`config.mk`:
```
export PLATFORM = sky130hd
export DESIGN_NAME = tem_frame_encoder
export DESIGN_NICKNAME = d
export VERILOG_FILES = /design/src/rtl/tem_enc_pkg.sv /design/src/rtl/tem_slot_tracker.sv /design/src/rtl/tem_edge_log.sv /design/src/rtl/tem_code_former.sv /design/src/rtl/tem_frame_encoder.sv
export SDC_FILE = /design/constraint.sdc
export NUM_CORES = 1
export LEC_CHECK = 0
export ABC_CLOCK_PERIOD_IN_PS = 10500
export BUFFER_PORTS_ARGS = -buffer_cell sky130_fd_sc_hd__clkbuf_2
export CAP_MARGIN = 20
export CORE_ASPECT_RATIO = 1.2
export CORE_MARGIN = 1
export CORE_UTILIZATION = 40
export DETAILED_ROUTE_END_ITERATION = 7
export PLACE_DENSITY = 0.55
export SETUP_SLACK_MARGIN = 0.02
export SLEW_MARGIN = 20
export SYNTH_ARGS = -nofsm -noshare
export SYNTH_HDL_FRONTEND = slang
export SYNTH_SLANG_ARGS = --single-unit
```
`constraint.sdc`:
```
create_clock -name clk -period 10.5 [get_ports clk]
set_input_delay 0.525 -clock clk [delete_from_list [all_inputs] [get_ports clk]]
set_output_delay 0.525 -clock clk [all_outputs]
set_load 0.02 [all_outputs]
```
`src/rtl/tem_enc_pkg.sv`:
```
package tem_enc_pkg;
  // Layout of the code word is fixed by the channel format.
  localparam int SLOT_W = 5;
  localparam int CODE_W = 8;
  localparam int CNT_W  = 3;

  typedef logic [SLOT_W-1:0] slot_t;
  typedef logic [CNT_W-1:0]  cnt_t;
  typedef logic [CODE_W-1:0] code_t;

  // Frame-type tag carried in bits 6..5.
  typedef enum logic [1:0] {
    TAG_LONG_EARLY = 2'b00,
    TAG_LONG_LATE  = 2'b01,
    TAG_SINGLE     = 2'b10,
    TAG_SHORT      = 2'b11
  } tag_e;

  // What the frame has seen so far.
  typedef struct packed {
    cnt_t  count;
    slot_t first;
    slot_t second;
    slot_t third;
  } edge_rec_t;
endpackage

```
`src/rtl/tem_slot_tracker.sv`:
```
module tem_slot_tracker
  import tem_enc_pkg::*;
#(
  parameter int SLOTS = 32
) (
  input  logic  clk,
  input  logic  rst_n,
  input  logic  slot_tick,
  input  logic  frame_start,
  input  logic  data_in,
  output slot_t cur_slot,
  output logic  edge_seen,
  output logic  at_last
);
  localparam slot_t LAST = slot_t'(SLOTS - 1);

  slot_t slot_q;
  logic  prev_q;
  logic  hist_q;

  // Slot index for the tick being taken now.
  always_comb begin
    if (frame_start)          cur_slot = '0;
    else if (slot_q == LAST)  cur_slot = '0;
    else                      cur_slot = slot_q + slot_t'(1);
  end

  assign edge_seen = slot_tick && hist_q && (data_in != prev_q);
  assign at_last   = slot_tick && (cur_slot == LAST);

  always_ff @(posedge clk) begin
    if (!rst_n) begin
      slot_q <= LAST;
      prev_q <= 1'b0;
      hist_q <= 1'b0;
    end else if (slot_tick) begin
      slot_q <= cur_slot;
      prev_q <= data_in;
      hist_q <= 1'b1;
    end
  end

  // a restart tick must leave the counter at slot 0 afterwards.
  p_restart_zero_r13: assert property (@(posedge clk) disable iff (!rst_n)
    slot_tick && frame_start |=> slot_q == '0);
endmodule

```
`src/rtl/tem_edge_log.sv`:
```
module tem_edge_log
  import tem_enc_pkg::*;
(
  input  logic      clk,
  input  logic      rst_n,
  input  logic      slot_tick,
  input  slot_t     cur_slot,
  input  logic      edge_seen,
  output edge_rec_t rec_next
);
  edge_rec_t rec_q;
  edge_rec_t base;

  always_comb begin
    base = (cur_slot == '0) ? '0 : rec_q;
    rec_next = base;
    if (edge_seen) begin
      case (base.count)
        cnt_t'(0): rec_next.first  = cur_slot;
        cnt_t'(1): rec_next.second = cur_slot;
        cnt_t'(2): rec_next.third  = cur_slot;
        default:   ;
      endcase
      if (base.count != '1) rec_next.count = base.count + cnt_t'(1);
    end
  end

  always_ff @(posedge clk) begin
    if (!rst_n)         rec_q <= '0;
    else if (slot_tick) rec_q <= rec_next;
  end

  // once a frame has a first transition, its slot is not overwritten.
  p_first_kept_r6: assert property (@(posedge clk) disable iff (!rst_n)
    slot_tick && (cur_slot != '0) && (rec_q.count != '0)
    |=> rec_q.first == $past(rec_q.first));
endmodule

```
`src/rtl/tem_code_former.sv`:
```
module tem_code_former
  import tem_enc_pkg::*;
#(
  parameter int SHORT_MIN   = 12,
  parameter int SHORT_MAX   = 14,
  parameter int LONG_MIN    = 24,
  parameter int LONG_MAX    = 28,
  parameter int PAIR_LAST   = 17,
  parameter int TRIPLE_LAST = 4,
  parameter int EARLY_LAST  = 3
) (
  input  edge_rec_t rec,
  input  logic      level,
  output code_t     code
);
  localparam slot_t SH_LO  = slot_t'(SHORT_MIN);
  localparam slot_t SH_HI  = slot_t'(SHORT_MAX);
  localparam slot_t LG_LO  = slot_t'(LONG_MIN);
  localparam slot_t LG_HI  = slot_t'(LONG_MAX);
  localparam slot_t P_LAST = slot_t'(PAIR_LAST);
  localparam slot_t T_LAST = slot_t'(TRIPLE_LAST);
  localparam slot_t E_LAST = slot_t'(EARLY_LAST);
  localparam slot_t QUIET  = '1;
  localparam slot_t POS_MAX = slot_t'(7);

  slot_t gap1, gap2, pos2;
  logic  short1, short2, long1;
  code_t fallback;

  always_comb begin
    gap1   = rec.second - rec.first;
    gap2   = rec.third - rec.second;
    pos2   = rec.second - LG_LO;
    short1 = (gap1 >= SH_LO) && (gap1 <= SH_HI);
    short2 = (gap2 >= SH_LO) && (gap2 <= SH_HI);
    long1  = (gap1 >= LG_LO) && (gap1 <= LG_HI);
    fallback = {level, TAG_SINGLE, rec.first};
    code = fallback;
    if (rec.count == cnt_t'(0)) begin
      code = {level, TAG_SHORT, QUIET};
    end else if (rec.count == cnt_t'(2)) begin
      if (short1 && (rec.first <= P_LAST))
        code = {level, TAG_SHORT, rec.first};
      else if (long1 && (rec.first > E_LAST))
        code = {level, TAG_LONG_LATE, rec.first};
      else if (long1 && (rec.second >= LG_LO) && (pos2 <= POS_MAX))
        code = {level, TAG_LONG_EARLY, pos2[2:0], rec.first[1:0]};
    end else if (rec.count == cnt_t'(3)) begin
      if (short1 && short2 && (rec.first <= T_LAST))
        code = {level, TAG_SHORT, rec.first};
    end
  end
endmodule

```
`src/rtl/tem_frame_encoder.sv`:
```
module tem_frame_encoder
  import tem_enc_pkg::*;
#(
  parameter int SLOTS       = 32,
  parameter int SHORT_MIN   = 12,
  parameter int SHORT_MAX   = 14,
  parameter int LONG_MIN    = 24,
  parameter int LONG_MAX    = 28,
  parameter int PAIR_LAST   = 17,
  parameter int TRIPLE_LAST = 4,
  parameter int EARLY_LAST  = 3
) (
  input  logic       clk,
  input  logic       rst_n,
  input  logic       slot_tick,
  input  logic       frame_start,
  input  logic       data_in,
  input  logic       code_ready,
  output logic       code_valid,
  output logic [7:0] code_word
);
  slot_t     cur_slot;
  logic      edge_seen;
  logic      at_last;
  edge_rec_t rec_next;
  code_t     formed;

  tem_slot_tracker #(.SLOTS(SLOTS)) u_track (
    .clk, .rst_n, .slot_tick, .frame_start, .data_in,
    .cur_slot, .edge_seen, .at_last
  );

  tem_edge_log u_log (
    .clk, .rst_n, .slot_tick, .cur_slot, .edge_seen, .rec_next
  );

  tem_code_former #(
    .SHORT_MIN(SHORT_MIN), .SHORT_MAX(SHORT_MAX),
    .LONG_MIN(LONG_MIN), .LONG_MAX(LONG_MAX),
    .PAIR_LAST(PAIR_LAST), .TRIPLE_LAST(TRIPLE_LAST),
    .EARLY_LAST(EARLY_LAST)
  ) u_form (
    .rec(rec_next), .level(data_in), .code(formed)
  );

  // Output register: a new frame always wins over a pending word.
  always_ff @(posedge clk) begin
    if (!rst_n) begin
      code_valid <= 1'b0;
      code_word  <= '0;
    end else if (at_last) begin
      code_valid <= 1'b1;
      code_word  <= formed;
    end else if (code_valid && code_ready) begin
      code_valid <= 1'b0;
    end
  end

  p_hold_r12: assert property (@(posedge clk) disable iff (!rst_n)
    code_valid && !code_ready && !at_last |=> code_valid && $stable(code_word));

  p_origin_r2: assert property (@(posedge clk) disable iff (!rst_n)
    $rose(code_valid) |-> $past(at_last));

  p_quiet_r5: assert property (@(posedge clk) disable iff (!rst_n)
    at_last && (rec_next.count == '0) |=> code_word[6:0] == 7'h7F);

  p_level_r4: assert property (@(posedge clk) disable iff (!rst_n)
    at_last |=> code_word[7] == $past(data_in));
endmodule

```
==> run summary, run 1 <==
The flow ran to the end, but the final reports show violations. The checks that failed: DRC. The weighted congestion reported at the end of routability-driven placement is 0.900. The utilization after layout is between 40% and 50%.

The remaining antenna violation count came out at 0. Each instance of the synthesized netlist takes up on average 8.22 sq um. The fraction of synthesized cell area taken by the top area cell type came out at 29.5%.

In this run, synthesis produced a sequential element count of 34. The number of H-tree branching levels is 2. The clock transition time at the flip-flop clock pins of the worst setup and hold paths came out at 0.08 ns.

The finished cells cover 2520 sq um. STA classifies the critical path startpoint as a register. The number of port buffers came out at 14.

The final-report hold violation count was 0. Entering global routing, the biggest net connects 42 pins. The starting utilization of the core area came out at 42.7%. Static timing analysis puts the maximum clock frequency at roughly 190 MHz. The post-route setup TNS came out at 0 ns. The via count of the first global-routing pass is 1,971. The tool flagged a number of max-cap violations equal to 0.

The count of flip-flops with a built-in enable after synthesis came out at 0. CTS saw 34 sinks. The maximum count of clock buffers along a single path is 2. The async set-reset flop share out of synthesis is 0%. Summed over all layers, the routed wires come to about 6000 um. The leakage power of the design is 0.994 nW.

The arrival time of the worst setup path came out at 5.52 ns. The post-synthesis share of cell area spent on and, or, nand and nor gates came out at 21.6%. The setup path with the least slack is of type register to register.

Setup repair after global routing left no endpoint under its margin. The worst path uses 50.5% of the clock period. The CTS tree is done. The initial antenna violation count came out at 0.

For this run, the leading register cell type out of synthesis is sky130_fd_sc_hd__dfxtp_1. The cell internal power dissipation came out at 244 uW. The number of fill cells in the layout came out at approximately 540. The count of pins on the block boundary is 15. 0 antenna diodes ended up in the layout. The path class of the tightest hold or removal check is register to register. The final number of setup-violating endpoints is 0.

The switching power share of the total came out at about a third. The logic gate share of total power is 27.9%. The sequential element share of the synthesized area is between 20% and 30%. Before antenna repair, the detailed router went through 7 iterations.

The post-synthesis mux area share is 2.93%. The synthesized-area fraction occupied by ao, oa, aoi and oai cells is 29.3%. For the finished layout, the period the worst path requires is 5.31 ns. The die is 85.2 um tall.

The clock reaches the later pin of the worst-skew pair after 0.29 ns. The number of nets handed over by synthesis was 302. The cell area that synthesis handed to floorplanning was 2310 sq um. The highest fanout seen on the critical path came out at 16. The data required time at the worst endpoint came out at 10.72 ns. The clock network accounts for 33.8% of the total power. Using the TritonRoute via totals, the vias-per-cell ratio works out to 5.98. The power density over the cells came out at about 140 nW/um^2. The worst setup path is captured at a register. Sequential cells burn 38.3% of the power. The starting DRC count in detailed routing came out at 101. After synthesis, the largest family of logic cells by area is compound AO/OA/AOI/OAI gates. The vias after detailed routing came out at roughly 2.1k. The area share of xor/xnor cells in the synthesized design is 3.36%.

By count the netlist is led by sky130_fd_sc_hd__nor2_1 (40), sky130_fd_sc_hd__dfxtp_1 (34), sky130_fd_sc_hd__nand2_1 (20), sky130_fd_sc_hd__o21ai_0 (20), sky130_fd_sc_hd__inv_1 (15). The synthesized netlist cell count came out at 281. Among all cell types in the netlist, the one instantiated most often is sky130_fd_sc_hd__nor2_1. After detailed placement, the total cell area comes to ~2400 sq um. The number of buffers inserted by hold repair at cts is 0.

The cell at the root of the clock tree is sky130_fd_sc_hd__clkbuf_8. The placeable core region is 5410 sq um. The fraction of layout cells with a size suffix above 1 came out at 14.7%. The overall global routing resource usage came out at a little over a fifth. In the final routed layout, each cell accounts on average for 17.0 um.

The maximum vdd drop is 0.0000799 V. The slew at the pin closest to its max-slew limit is slightly below 0.8 ns. The cell row count came out at 29. The first global-routing pass estimated roughly 10000 um of wire. For this run the aggregate overflow at the end of global routing stands at 0. TritonCTS created 5 clock buffers.

sky130_fd_sc_hd__dfxtp_1 takes more of the synthesized area than any other cell. The adder-cell share of the synthesized area is 8.45%. The worst slew slack as a fraction of its limit came out at around 48%. The chip width is 71.4 um. The post-cts sizing count is 0. The die covers about 6000 sq um. The number of unique standard cell types used by synthesis came out at 63. Post-CTS timing repair inserted 0 buffers for setup. The post-route clock skew came out at 0.00733 ns. The area overhead of the layout relative to synthesis came out at 9.32%.

The post-route total power is 364 uW. The max-slew violation total from the final report is 0. The switching power is 120 uW.

The HPWL after detailed placement came out at 4470 um. The number of nets in the final layout is 312. The post-route DRC violation count is 1. By area the synthesized netlist is led by sky130_fd_sc_hd__dfxtp_1 (29%), sky130_fd_sc_hd__ha_1 (7.6%), sky130_fd_sc_hd__nor2_1 (6.5%). The number of warning messages in the yosys log is 0.
area by class of cell:
| class | count | area, sq um | area share [%] |
|---|---|---|---|
| well taps | 62 | 77.6 | 3.07 |
| flip-flops and latches | 34 | 681 | 27.0 |
| clock inverters | 3 | 45.0 | 1.78 |
| inverters | 16 | 60.1 | 2.38 |
| repair buffers | 15 | 77.6 | 3.07 |
| clock buffers | 5 | 68.8 | 2.73 |
| multi-input cells | 219 | 1520 | 60.0 |
metal layers:
metal  wire [um]  track usage [%]
met5           0                0
met4         126             8.55
met3         248             3.68
met2        2950             36.0
met1        2690             26.6
state kept, by name, indices dropped and copies added (netlist names):
name,count
u_track.prev_q,1
u_log.rec_q,18
code_word,8
code_valid,1
u_track.slot_q,5
u_track.hist_q,1
power groups by stage:
stage	logic (mW)	registers, mW	clock network, mW
finish	0.102	0.139	0.123
global route	0.114	0.140	0.131
CTS	0.102	0.139	0.125
detailed placement	0.101	0.142	0
global placement	0.101	0.142	0
floorplan	0.0813	0.141	0
placed cells by master, fill, tap and decap left out, drive strengths merged, types with 5 or more instances in the layout:
cell	n
nand3	6
o21ai	22
or3	6
a21oi	9
nor3	7
nor2	40
a32oi	7
a31oi	13
nand2	20
inv	16
a211oi	13
xnor2	5
dfxtp	34
ha	14
clkbuf	19
path summary, 6_finish.rpt:
kind | startpoint | slack (ns) | cells past startpoint | endpoint
min | u_track.hist_q | 0.46 | 2 | u_track.hist_q
max | u_track.slot_q[0] | 5.19 | 16 | code_word[2]
max reg2reg | u_track.slot_q[0] | 5.19 | 16 | code_word[2]
min reg2reg | u_track.hist_q | 0.46 | 2 | u_track.hist_q
kinds of logic (layout without fill, tap and decap cells):
kind of cell               after synthesis  in the layout
and+or+nand+nor                        101            101
DFF                                     34             34
AOI/OAI and AO/OA                       90             90
muxes                                    5              5
adders and majority gates               15             15
xor gates and xnor gates                 8              8
buffers and inverters                   28             39
per-stage QoR:
| step | hold slack, ns | std cells | worst slack (ns) |
|---|---|---|---|
| global placement | 0.441 | 346 | 5.33 |
| finish | 0.464 | 354 | 5.19 |
| floorplan | 0.428 | 281 | 5.95 |
| global route | 0.491 | 354 | 4.76 |
| CTS | 0.470 | 354 | 5.21 |
| detailed placement | 0.456 | 346 | 5.25 |
worst max-delay path: stages, from the launching register on:
cell and delay [ns]:
sky130_fd_sc_hd__dfxtp_1 0.41, sky130_fd_sc_hd__ha_1 0.20, sky130_fd_sc_hd__and3_1 0.16, sky130_fd_sc_hd__ha_1 0.31, sky130_fd_sc_hd__nor3_2 0.10, sky130_fd_sc_hd__mux2i_4 0.28, sky130_fd_sc_hd__nand3_1 0.49, sky130_fd_sc_hd__nand2_1 0.33
sky130_fd_sc_hd__ha_1 0.22, sky130_fd_sc_hd__nand4_1 0.21, sky130_fd_sc_hd__a31oi_1 0.63, sky130_fd_sc_hd__ha_1 0.37, sky130_fd_sc_hd__a31o_1 0.20, sky130_fd_sc_hd__or3_1 0.36, sky130_fd_sc_hd__a21o_1 0.22, sky130_fd_sc_hd__or4_1 0.51
sky130_fd_sc_hd__a31oi_1 0.21
No activity file was read; power rests on OpenSTA's default activity.
==> inputs of run 2 (changes only) <==
- ABC_AREA: default -> 1
- ABC_CLOCK_PERIOD_IN_PS: 10500 -> 4900
- PLACE_DENSITY: 0.55 -> 0.54
- clock period: 10.5 -> 4.9 ns (I/O delays scaled with it)
==> run summary, run 2 <==
The number of nets in the final layout is 390 (was 312). The fraction of layout cells with a size suffix above 1 came to 17.1% (was 14.7%). The worst slew slack as a fraction of its limit is 54.6% (was 48.0%). The setup fix buffers added after clock tree synthesis came to 0 (unchanged). Largest registers: u_log.rec_q: 18 flops, code_word: 8 flops, u_track.slot_q: 5 flops (unchanged). The synthesized area per cell came out at 6.74 sq um (was 8.22 sq um). The average routed wire per standard cell came out at 14.0 um (was 17.0 um). The final number of setup-violating endpoints came out at 0 (unchanged). The fraction of synthesized cell area taken by the top area cell type is 28.5% (was 29.5%). The commonest non-fill, non-tap cell in the layout is sky130_fd_sc_hd__nand2_1 (was sky130_fd_sc_hd__nor2_1).

The largest net degree at the start of global routing is 33 (was 42). The maximum vdd drop is 0.000124 V (was 0.0000799 V). The highest fanout seen on the critical path is 18 (was 16). The clock transition time at the flip-flop clock pins of the worst setup and hold paths is 0.07 ns (was 0.08 ns). The number of H-tree branching levels is 2 (unchanged). The number of placed cells counting well taps is 442 (was 346). The wire length of the first global-routing pass was 10,500 um (was 9980 um). The synthesized netlist cell count is 354 (was 281). The post-detailed-route via-to-cell ratio came out at 5.02 (was 5.98). The number of warning messages in the yosys log came out at 0 (unchanged). The netlist area before placement is 2390 sq um (was 2310 sq um). The type of destination of the critical path is a register (unchanged). The weighted congestion reported at the end of routability-driven placement came to 0.865 (was 0.900). The HPWL after detailed placement was 4850 um (was 4470 um). The number of antenna cells inserted came out at 0 (unchanged). The total number of clock tree sinks is 34 (unchanged). The number of nets in the synthesized netlist is 375 (was 302). The cell row count came to 30 (was 29). The number of unique standard cell types used by synthesis was 33 (was 63). The die extent in y came out at 86.6 um (was 85.2 um). The post-route clock skew came out at 0.00707 ns (was 0.00733 ns). The CTS tree is done (unchanged). The via count of the first global-routing pass is 2,108 (was 1,971). The cell occurring most often along the worst timing path is sky130_fd_sc_hd__ha_1 (unchanged). The slack of the critical path is 0.470 ns (was 5.19 ns). The critical setup path kind is register to register (unchanged).

Ranking of synthesized cells by instance count: sky130_fd_sc_hd__inv_1 (60), sky130_fd_sc_hd__nand2_1 (60), sky130_fd_sc_hd__nor2_1 (36) (was sky130_fd_sc_hd__nor2_1 (40), sky130_fd_sc_hd__dfxtp_1 (34), sky130_fd_sc_hd__nand2_1 (20), sky130_fd_sc_hd__o21ai_0 (20), sky130_fd_sc_hd__inv_1 (15)). The critical path's largest stage delay is 0.38 ns (was 0.63 ns). Dominant cells by area after synthesis: sky130_fd_sc_hd__dfxtp_1 (29%), sky130_fd_sc_hd__inv_1 (9.4%), sky130_fd_sc_hd__nand2_1 (9.4%) (was sky130_fd_sc_hd__dfxtp_1 (29%), sky130_fd_sc_hd__ha_1 (7.6%), sky130_fd_sc_hd__nor2_1 (6.5%)). The maximum count of clock buffers along a single path came out at 2 (unchanged). The dominant cell type by area after synthesis is sky130_fd_sc_hd__dfxtp_1 (unchanged). Result of the run: completed (was finished with violations). The vias after detailed routing is 2,252 (was 2,118). The kind of path behind the tightest hold check is primary input to register (was register to register). The starting DRC count in detailed routing is 104 (was 101). The final instance count without filler cells is 449 (was 354).

The most frequently used flop master after synthesis is sky130_fd_sc_hd__dfxtp_1 (unchanged). The highest achievable clock rate came out at 226 MHz (was 188 MHz). The overall global routing resource usage is 21.9% (was 21.3%).

The later-pin clock latency in the skew report was 0.29 ns (about the same). The sequential element share of the synthesized area came out at 28.5% (was 29.5%). The slew at the pin closest to its max-slew limit is 0.679 ns (was 0.780 ns). The first-pass iteration count of the detailed router is 5 (was 7).

The remaining antenna violation count is 0 (unchanged). The share of the clock period used by the worst path after layout is 90.4% (was 50.5%). Unrepaired setup endpoints after global routing: false (unchanged). The area of the die is 6280 sq um (was 6080 sq um). The data required time at the worst endpoint came out at 5.12 ns (was 10.72 ns). The starting utilization of the core area came out at 41.8% (was 42.7%).

The post-route DRC violation count came out at 0 (was 1). The setup slack after placement is 0.193 ns (was 5.25 ns). The critical path startpoint category was a register (unchanged).

The max-slew violation total from the final report came out at 0 (unchanged). The sum of overflow across all layers after global routing came out at 0 (unchanged). The arrival time of the worst setup path came out at 4.65 ns (was 5.52 ns).

The number of port buffers is 14 (unchanged). The worst hold slack is 0.199 ns (was 0.464 ns). The post-cts sizing count came out at 0 (unchanged). Commonest non-fill, non-tap cells in the layout: sky130_fd_sc_hd__nand2_1 (60), sky130_fd_sc_hd__inv_1 (59), sky130_fd_sc_hd__nor2_1 (36), sky130_fd_sc_hd__dfxtp_1 (34), sky130_fd_sc_hd__o21ai_0 (29) (was sky130_fd_sc_hd__nor2_1 (40), sky130_fd_sc_hd__dfxtp_1 (34), sky130_fd_sc_hd__nand2_1 (20), sky130_fd_sc_hd__o21ai_0 (20), sky130_fd_sc_hd__inv_1 (15)). The number of flip-flops and latches in the synthesized netlist came out at 34 (unchanged).

The final-report hold violation count came out at 0 (unchanged). The post-route setup TNS is 0 ns (unchanged). The area overhead of the layout relative to synthesis is 11.9% (was 9.32%). The number of clock buffers inserted by TritonCTS is 5 (unchanged). The power density over the cells is 304 nW/um^2 (was 144 nW/um^2). The number of flip-flops under the largest register name came to 18 (unchanged).

The cell with the largest stage delay on the worst path is sky130_fd_sc_hd__fa_1 (was sky130_fd_sc_hd__a31oi_1). The chip width was 72.5 um (was 71.4 um). The number of buffers inserted by hold repair at cts is 0 (unchanged). The largest register by flop count is u_log.rec_q (unchanged).

The cell at the root of the clock tree was sky130_fd_sc_hd__clkbuf_8 (unchanged). The count of pins on the block boundary is 15 (unchanged). The count of flip-flops with a built-in enable after synthesis was 0 (unchanged). The number of max-cap violations came out at 0 (unchanged). The placeable core region came out at 5710 sq um (was 5410 sq um). The async set-reset flop share out of synthesis came out at 0% (unchanged). The leakage power of the design came to 1.39 nW (was 0.994 nW). The shortest period the worst path allows is 4.43 ns (was 5.31 ns).

The wire length reported by the detailed router is 6290 um (was 6020 um). The initial antenna violation count came out at 0 (unchanged).
## run 2: path summary, 6_finish.rpt
kind,startpoint,endpoint,slack (ns),cells after the start
max reg2reg,u_track.slot_q[0],code_word[5],0.47,28
min reg2reg,code_valid,code_valid,0.47,2
min,code_ready,code_valid,0.20,4
max,u_track.slot_q[0],code_word[5],0.47,28
## run 2: critical path: cells and delay by family (launching register included)
family,cells,cell delay (ns)
AO/OA/AOI/OAI,3,0.27
XOR/XNOR,2,0.38
adder cells (fa/ha/maj),5,1.22
buffers and inverters,3,0.28
flip-flops,1,0.35
AND/OR/NAND/NOR,15,1.84
## run 2: area by class of cell
cell class / instances / area (sq um)
well taps: 80 / 100
fillers: 639 / 3040
clock inverters: 1 / 30.0
inverters: 65 / 244
multi-input cells: 246 / 1440
flip-flops and latches: 34 / 681
clock buffers: 6 / 82.6
repair buffers: 17 / 92.6
## run 2: kinds of logic (layout without fill, tap and decap cells)
family          count (synthesis)  count (layout)  share of synthesized area [%]
compound gates                 69              69                           17.2
xor+xnor                        4               4                           1.78
fa+ha+maj                      15              15                           8.18
buf+inv                        74              89                           11.7
flops                          34              34                           28.5
simple gates                  158             158                           32.6
## run 2: power by group
part	internal, mW	switching (mW)	total (mW)
combinational	0.0808	0.162	0.243
sequential	0.291	0.0116	0.303
clock	0.163	0.104	0.266
## run 2: routing by layer
metal / part of all wire (%) / vias up / global-route usage [%]
met5: 0 / - / 0
met4: 2.1 / 0 / 8.20
met3: 2.8 / 12 / 3.72
met2: 49 / 35 / 37.0
met1: 46 / 1032 / 27.7
li1: - / 1173 / -
## run 2: through the flow
stage	power (mW)	utilization (%)	cell area, sq um
final	0.812	46.8	2670
after global routing	0.867	46.8	2670
after CTS	0.818	46.5	2660
after detailed placement	0.547	44.6	2540
after global placement	0.546	44.6	2540
after floorplan	0.493	-	2390
